--- src/rtl/dpd_pkg.sv ---
package dpd_pkg;
  // Port identity; index 0 is left, 1 is right.
  typedef enum logic {SIDE_LEFT = 1'b0, SIDE_RIGHT = 1'b1} side_e;

  // Distance of a side's mailbox below the top word.
  function automatic int unsigned mbox_offset(side_e s);
    return (s == SIDE_RIGHT) ? 0 : 1;
  endfunction
endpackage

--- src/rtl/dpd_store.sv ---
module dpd_store #(
  parameter int ADDR_W = 6,
  parameter int DATA_W = 16
) (
  input  logic              clk,
  input  logic              rst,
  input  logic              l_en,
  input  logic              l_we,
  input  logic [ADDR_W-1:0] l_addr,
  input  logic [DATA_W-1:0] l_wdata,
  output logic [DATA_W-1:0] l_q,
  input  logic              r_en,
  input  logic              r_we,
  input  logic [ADDR_W-1:0] r_addr,
  input  logic [DATA_W-1:0] r_wdata,
  output logic [DATA_W-1:0] r_q
);
  localparam int DEPTH = 1 << ADDR_W;

  logic [DATA_W-1:0] mem [DEPTH];

  // Right first, left second: on a shared address the left write lands last.
  always_ff @(posedge clk) begin
    if (r_en && r_we) mem[r_addr] <= r_wdata;
    if (l_en && l_we) mem[l_addr] <= l_wdata;
  end

  // Read-first registers: they sample the array before this edge's writes.
  always_ff @(posedge clk) begin
    if (rst)               l_q <= '0;
    else if (l_en && !l_we) l_q <= mem[l_addr];
  end

  always_ff @(posedge clk) begin
    if (rst)               r_q <= '0;
    else if (r_en && !r_we) r_q <= mem[r_addr];
  end


  l_rd_hold_chk: assert property (@(posedge clk) disable iff (rst)
    !(l_en && !l_we) |=> $stable(l_q));

  r_rd_hold_chk: assert property (@(posedge clk) disable iff (rst)
    !(r_en && !r_we) |=> $stable(r_q));
endmodule

--- src/rtl/dpd_doorbell.sv ---
module dpd_doorbell #(
  parameter int ADDR_W = 6,
  parameter logic [ADDR_W-1:0] MBOX = '1
) (
  input  logic              clk,
  input  logic              rst,
  input  logic              snd_en,
  input  logic              snd_we,
  input  logic [ADDR_W-1:0] snd_addr,
  input  logic              own_en,
  input  logic              own_we,
  input  logic [ADDR_W-1:0] own_addr,
  output logic              int_n
);
  logic set_ev, clr_ev;

  assign set_ev = snd_en && snd_we && (snd_addr == MBOX);
  assign clr_ev = own_en && !own_we && (own_addr == MBOX);

  // A set takes priority so that a freshly posted message is never lost.
  always_ff @(posedge clk) begin
    if (rst)         int_n <= 1'b1;
    else if (set_ev) int_n <= 1'b0;
    else if (clr_ev) int_n <= 1'b1;
  end


  ring_set_chk: assert property (@(posedge clk) disable iff (rst)
    set_ev |=> !int_n);

  ring_clear_chk: assert property (@(posedge clk) disable iff (rst)
    (clr_ev && !set_ev) |=> int_n);

  ring_hold_chk: assert property (@(posedge clk) disable iff (rst)
    (!set_ev && !clr_ev) |=> $stable(int_n));
endmodule

--- src/rtl/dpd_top.sv ---
module dpd_top #(
  parameter int ADDR_W = 6,
  parameter int DATA_W = 16
) (
  input  logic              clk,
  input  logic              rst,
  input  logic              l_en,
  input  logic              l_we,
  input  logic              l_oe,
  input  logic [ADDR_W-1:0] l_addr,
  input  logic [DATA_W-1:0] l_wdata,
  output logic [DATA_W-1:0] l_rdata,
  output logic              l_int_n,
  input  logic              r_en,
  input  logic              r_we,
  input  logic              r_oe,
  input  logic [ADDR_W-1:0] r_addr,
  input  logic [DATA_W-1:0] r_wdata,
  output logic [DATA_W-1:0] r_rdata,
  output logic              r_int_n
);
  import dpd_pkg::*;

  localparam int DEPTH = 1 << ADDR_W;

  logic [DATA_W-1:0] l_q, r_q;
  logic              en_a  [2];
  logic              we_a  [2];
  logic [ADDR_W-1:0] adr_a [2];
  logic              irq_a [2];

  dpd_store #(.ADDR_W(ADDR_W), .DATA_W(DATA_W)) u_store (
    .clk(clk), .rst(rst),
    .l_en(l_en), .l_we(l_we), .l_addr(l_addr), .l_wdata(l_wdata), .l_q(l_q),
    .r_en(r_en), .r_we(r_we), .r_addr(r_addr), .r_wdata(r_wdata), .r_q(r_q)
  );

  assign l_rdata = l_oe ? l_q : '0;
  assign r_rdata = r_oe ? r_q : '0;

  assign en_a[0]  = l_en;
  assign we_a[0]  = l_we;
  assign adr_a[0] = l_addr;
  assign en_a[1]  = r_en;
  assign we_a[1]  = r_we;
  assign adr_a[1] = r_addr;

  // One doorbell per side: the owner is index s, the sender is the other side.
  for (genvar s = 0; s < 2; s++) begin : g_bell
    localparam side_e OWNER = side_e'(s);
    localparam logic [ADDR_W-1:0] BOX = ADDR_W'(DEPTH - 1 - int'(mbox_offset(OWNER)));
    dpd_doorbell #(.ADDR_W(ADDR_W), .MBOX(BOX)) u_bell (
      .clk(clk), .rst(rst),
      .snd_en(en_a[1-s]), .snd_we(we_a[1-s]), .snd_addr(adr_a[1-s]),
      .own_en(en_a[s]),   .own_we(we_a[s]),   .own_addr(adr_a[s]),
      .int_n(irq_a[s])
    );
  end

  assign l_int_n = irq_a[0];
  assign r_int_n = irq_a[1];
endmodule

--- config.mk ---
export PLATFORM = sky130hd
export DESIGN_NAME = dpd_top
export DESIGN_NICKNAME = d
export VERILOG_FILES = /design/src/rtl/dpd_pkg.sv /design/src/rtl/dpd_store.sv /design/src/rtl/dpd_doorbell.sv /design/src/rtl/dpd_top.sv
export SDC_FILE = /design/constraint.sdc
export NUM_CORES = 2
export LEC_CHECK = 0
export BUFFER_PORTS_ARGS = -buffer_cell sky130_fd_sc_hd__buf_2
export CORE_MARGIN = 5
export CORE_UTILIZATION = 40
export CTS_BUF_LIST = sky130_fd_sc_hd__clkbuf_8
export CTS_CLUSTER_DIAMETER = 50
export CTS_CLUSTER_SIZE = 16
export DETAILED_ROUTE_END_ITERATION = 7
export PLACE_DENSITY = 0.66
export SETUP_SLACK_MARGIN = 0.2
export SYNTH_ARGS = -nofsm -noshare
export SYNTH_HDL_FRONTEND = slang
export SYNTH_SLANG_ARGS = --single-unit
--- constraint.sdc ---
create_clock -name clk -period 3.84 [get_ports clk]
set_input_delay 0.192 -clock clk [delete_from_list [all_inputs] [get_ports clk]]
set_output_delay 0.192 -clock clk [all_outputs]
set_load 0.05 [all_outputs]
=== Word level (Yosys, flattened, before mapping) ===
Memories as Yosys holds them, arrays and structs flattened. A register that Yosys moved wholly into a read port is not among the register bits.
Cells that the tools add are included.
W data, S select, Z words.

* Flip-flop bits (word level): 2
* Memory bits (writable): 1,024
* Input bits: 52
* Output and inout bits: 34
* Word-level logic and storage cells: 29
* Memories kept: 1

* Equal/unequal tests: 4
* Muxes and demuxes: 10
* Reductions and logical operators: 12

{| class="wikitable"
|+ Memories
! memory !! depth !! bits a word !! read ports !! clocked after memory_dff !! write ports !! RTL line !! text
|-
| u_store.mem || 64 || 16 || 2 || 2 || 2 || dpd_store.sv:20 || <nowiki>logic [DATA_W-1:0] mem [DEPTH];</nowiki>
|}

{| class="wikitable"
|+ Operators by type and width
! kind !! count
|-
| $mux W16 || 2
|-
| $eq A6 B6 Y1 const B || 4
|-
| $logic_and A1 B1 Y1 || 8
|-
| $mux W1 || 8
|-
| $reduce_bool A2 Y1 || 2
|-
| $logic_not A1 Y1 || 2
|}

=== Depth between registers and ports, before layout ===
* Word-level depth: 5
* Depth in mapped cells: 11
* Mapped depth without buffers: 6

=== Hierarchy ===
A second synthesis with hierarchy kept.

* Cell total of the unflattened synthesis: 4,870
* Area total of the unflattened synthesis: 63,412.1 sq um

{| class="wikitable"
|+ By module, submodules not included
! module !! instances !! cells each !! area each (sq um) !! sequential area each (sq um)
|-
| dpd_store || 1 || 4,820 || 63,012.9 || 31,390.1
|-
| dpd_top || 1 || 34 || 255.2 || 0.0
|-
| dpd_doorbell (g_bell[0].u_bell) || 1 || 7 || 73.8 || 20.0
|-
| dpd_doorbell (g_bell[1].u_bell) || 1 || 9 || 70.1 || 20.0
|}

=== Least setup slack after synthesis ===
Ideal clock, no wire load.

* Kind: input to register
* Start: input r_addr[3]
* End: memory u_store.mem[11][0], enable pin
* Setup time: 0.416 ns
* Arrival: 2.507 ns
* Required time: 3.424 ns
* Path slack: 0.917 ns
* Stages on the path: 5
* Buffers on the path: 3
* Cells stage by stage: clkbuf_1 -> clkbuf_1 -> clkbuf_1 -> nand3_1 -> o32ai_1

{| class="wikitable"
|+ RTL lines
! what !! RTL line !! text
|-
| start, declared || dpd_top.sv:17 || <nowiki>input logic [ADDR_W-1:0] r_addr,</nowiki>
|-
| end, declared || dpd_store.sv:20 ||
|}

==> reports/results.tsv <==
metric	value	unit
run_status	finished, violations left	
failed_checks	slew limit	
synth.net_count	4654	
place_inst	6554	
yosys.area.top_type_share	0.487	
final_count_of_hold_timing_violations	0	
grt_setup_unrepaired	false	
mappedNetlistArea	0.0632	mm^2
wire_length_of_the_first_global_routing_pass	386000	um
numClockSinks	1058	
synth_warnings	0	
syn-instance-count	4602	
synthDominantAreaCellType	sky130_fd_sc_hd__edfxtp_1	
tightestPinTransition	1.71	ns
cts-root-to-sink-buffers	3	
instances_no_fill	6831	
post_route_fraction_of_the_period_consumed_by_the_critical_path	0.849	
chipHeight	407	um
dp.final_hpwl	187000	um
grt_max_degree	76	
initial_utilization	0.403	
endpoint_kind	flop	
final_worst_clock_skew	0.0597	ns
max_ir_drop_vdd	0.000345	V
number_of_flops_mapped_to_enable_cells_by_yosys	1024	
gr-total-overflow	0	
achievable-frequency	307	MHz
drt_iter0_drc	9487	
critical_path_launch_point	l_addr[1]	
post_drt_wl_per_cell	41.6	um
first_global_vias	46406	
final-max-slew-violation-count	1	
timing.critical_path.to	u_store.l_q[6]	
worst-endpoint-required	4.60	ns
critPathMaxFanout	46	
detail_route.vias_per_cell	7.21	
rr_startpoint	u_store.mem[22][3]	
ys_seq_area_frac	0.498	
hold_path_class	primary input to flop	
finalWirelength	284000	um
synth.ff_latch_count	1058	
synthFlopType	sky130_fd_sc_hd__edfxtp_1	
postSynthAreaPerCell	13.7	um^2
p_per_area	376	mW/mm^2
final_core_utilization	0.450	
slew_headroom	-0.142	
remaining_drc_errors	0	
die_width	407	um
fp.coreArea	0.157	mm^2
finalCriticalPeriod	3.26	ns
first_drt_pass_iteration_count	6	
ctsRootBufferMaster	sky130_fd_sc_hd__clkbuf_8	
cap_viol_max_count	0	
fraction_of_synthesis_flops_using_an_asynchronous_set_or_reset_pin	0	
rr_endpoint	u_store.r_q[3]	
tightest_hold_margin	0.0677	ns
cts_tree	done	
tritoncts.num_buffers	135	
setup_total_negative_slack	0	ns
placement.io_buffers	85	
cts_max_level	4	
clk_pin_slew_worst_paths	0.09	ns
drive_above_1_share	0.473	
layout-area-overhead-vs-synth	11.6	%
synth.distinct_cells	70	
timing.reg2reg.setup_slack	0.80	ns
design_area	0.0705	mm^2
criticalPathCategory	primary input to flop	
worstPathArrival	4.02	ns
antenna_found_initial	45	
place.gp.congestion	1.11	
track_usage	0.329	
number_of_nets_in_the_layout	4693	
placement_stage_cell_area	0.0673	mm^2
drtAntennaViolNets	0	
clock_insertion_delay_worst_skew	0.95	ns
reg2regPathDepth	6	
setup_violations	0	
std_cell_rows	145	
power.leakage	23.0	nW
floorplan.io_pins	86	
start_kind	primary input	
die_area	0.166	mm^2
yosys-top-cells-area	sky130_fd_sc_hd__edfxtp_1, sky130_fd_sc_hd__mux2_2, sky130_fd_sc_hd__mux4_2	
num_vias	49277	
[worst max-delay path, stage by stage]
cell	delay, ns
sky130_fd_sc_hd__dlygate4sd3_1	0.58
sky130_fd_sc_hd__buf_8	0.22
sky130_fd_sc_hd__buf_12	0.34
sky130_fd_sc_hd__buf_4	0.34
sky130_fd_sc_hd__mux4_2	0.50
sky130_fd_sc_hd__a32oi_1	0.34
sky130_fd_sc_hd__o21ai_0	0.13
sky130_fd_sc_hd__a2111oi_0	1.08
sky130_fd_sc_hd__a211oi_1	0.19
[worst min path at each step]
| stage | end | slack, ns | from | depth (start not counted) |
|---|---|---|---|---|
| floorplan | u_store.l_q[11] | 0.47 | u_store.l_q[11] | 2 |
| global placement | u_store.r_q[11] | 0.51 | u_store.r_q[11] | 2 |
| detailed placement | u_store.r_q[11] | 0.51 | u_store.r_q[11] | 2 |
| CTS | u_store.mem[63][6] | 0.005 | l_wdata[6] | 2 |
| global route | u_store.l_q[15] | 0.05 | l_addr[0] | 4 |
| finish | u_store.l_q[15] | 0.07 | l_addr[0] | 4 |
[area by class of cell]
cell class              instances  area, um^2
clock buffers                 139        1910
clock inverters               110        1140
repair buffers                488        3950
well taps                    2058        2570
flip-flops and latches       1058       31400
diodes                         20        50.0
multi-input cells            2948       29400
inverters                      10        41.3
fillers                     14040       86100
[synthesized netlist by cell type (all sizes together) (15+ instances only)]
library cell and n:
a221o 41, o221ai 16, and2 39, mux4 209
o21ai 126, nand3 37, a211oi 33, buf 290
mux2i 246, clkbuf 296, a21oi 121, nor2 183
o22ai 103, a22oi 128, nand2 110, dfxtp 34
a222oi 15, edfxtp 1024, mux2 1162, a221oi 110
o2bb2ai 50, a22o 32, a311oi 20, a31oi 21
[cell families after synthesis]
family | share of synthesized area
AOI/OAI and AO/OA | 0.102
buffers and inverters | 0.0450
DFF | 0.498
muxes | 0.321
and+or+nand+nor | 0.0349
[routing by layer]
metal | up-vias | share of wire | track usage
met2 | 4699 | 0.41 | 0.466
met4 | 28 | 0.075 | 0.197
met1 | 24868 | 0.35 | 0.419
li1 | 18582 | - | -
met3 | 1100 | 0.16 | 0.137
met5 | - | 0.00067 | 0
[through the flow]
stage	setup slack (ns)	power [mW]
final	0.581	26.5
after global placement	0.566	16.7
after CTS	0.828	26.2
after floorplan	0.917	15.2
after global routing	0.716	26.9
after detailed placement	0.525	16.7
[where the power goes]
part	internal (mW)	switching, mW
sequential	12.7	0.116
clock	4.56	5.20
combinational	1.33	2.52
[flip-flops by register name (all words and copies together), names as in the netlist]
register,flops
u_store.r_q,16
u_store.l_q,16
g_bell.u_bell.int_n,2
u_store.mem,1024
[placed cells by master, fill, tap and decap left out, types with 32 or more instances in the layout]
cell                           n
sky130_fd_sc_hd__a211oi_1     33
sky130_fd_sc_hd__buf_4       364
sky130_fd_sc_hd__nor2_1      128
sky130_fd_sc_hd__buf_12       33
sky130_fd_sc_hd__o2bb2ai_1    50
sky130_fd_sc_hd__o21ai_0     110
sky130_fd_sc_hd__and2_1       37
sky130_fd_sc_hd__a221oi_1    110
sky130_fd_sc_hd__mux4_2      209
sky130_fd_sc_hd__nor2_2       46
sky130_fd_sc_hd__a221o_1      41
sky130_fd_sc_hd__nand2_1      94
sky130_fd_sc_hd__a21oi_1     121
sky130_fd_sc_hd__mux2i_1     246
sky130_fd_sc_hd__edfxtp_1   1024
sky130_fd_sc_hd__o22ai_1      57
sky130_fd_sc_hd__a22oi_1     128
sky130_fd_sc_hd__o22ai_2      46
sky130_fd_sc_hd__buf_2        77
sky130_fd_sc_hd__nand3_1      35
sky130_fd_sc_hd__dfxtp_1      34
sky130_fd_sc_hd__mux2_2     1162
sky130_fd_sc_hd__clkbuf_8    140
sky130_fd_sc_hd__a22o_1       32
[what timing repair did]
action / in CTS / in global routing
hold buffers: 8 / 0
gates resized for setup: 0 / 0
endpoints found under the hold margin: 33 / 0
buffers inserted: 0 / 0
Power figures use the tool's default switching activity.
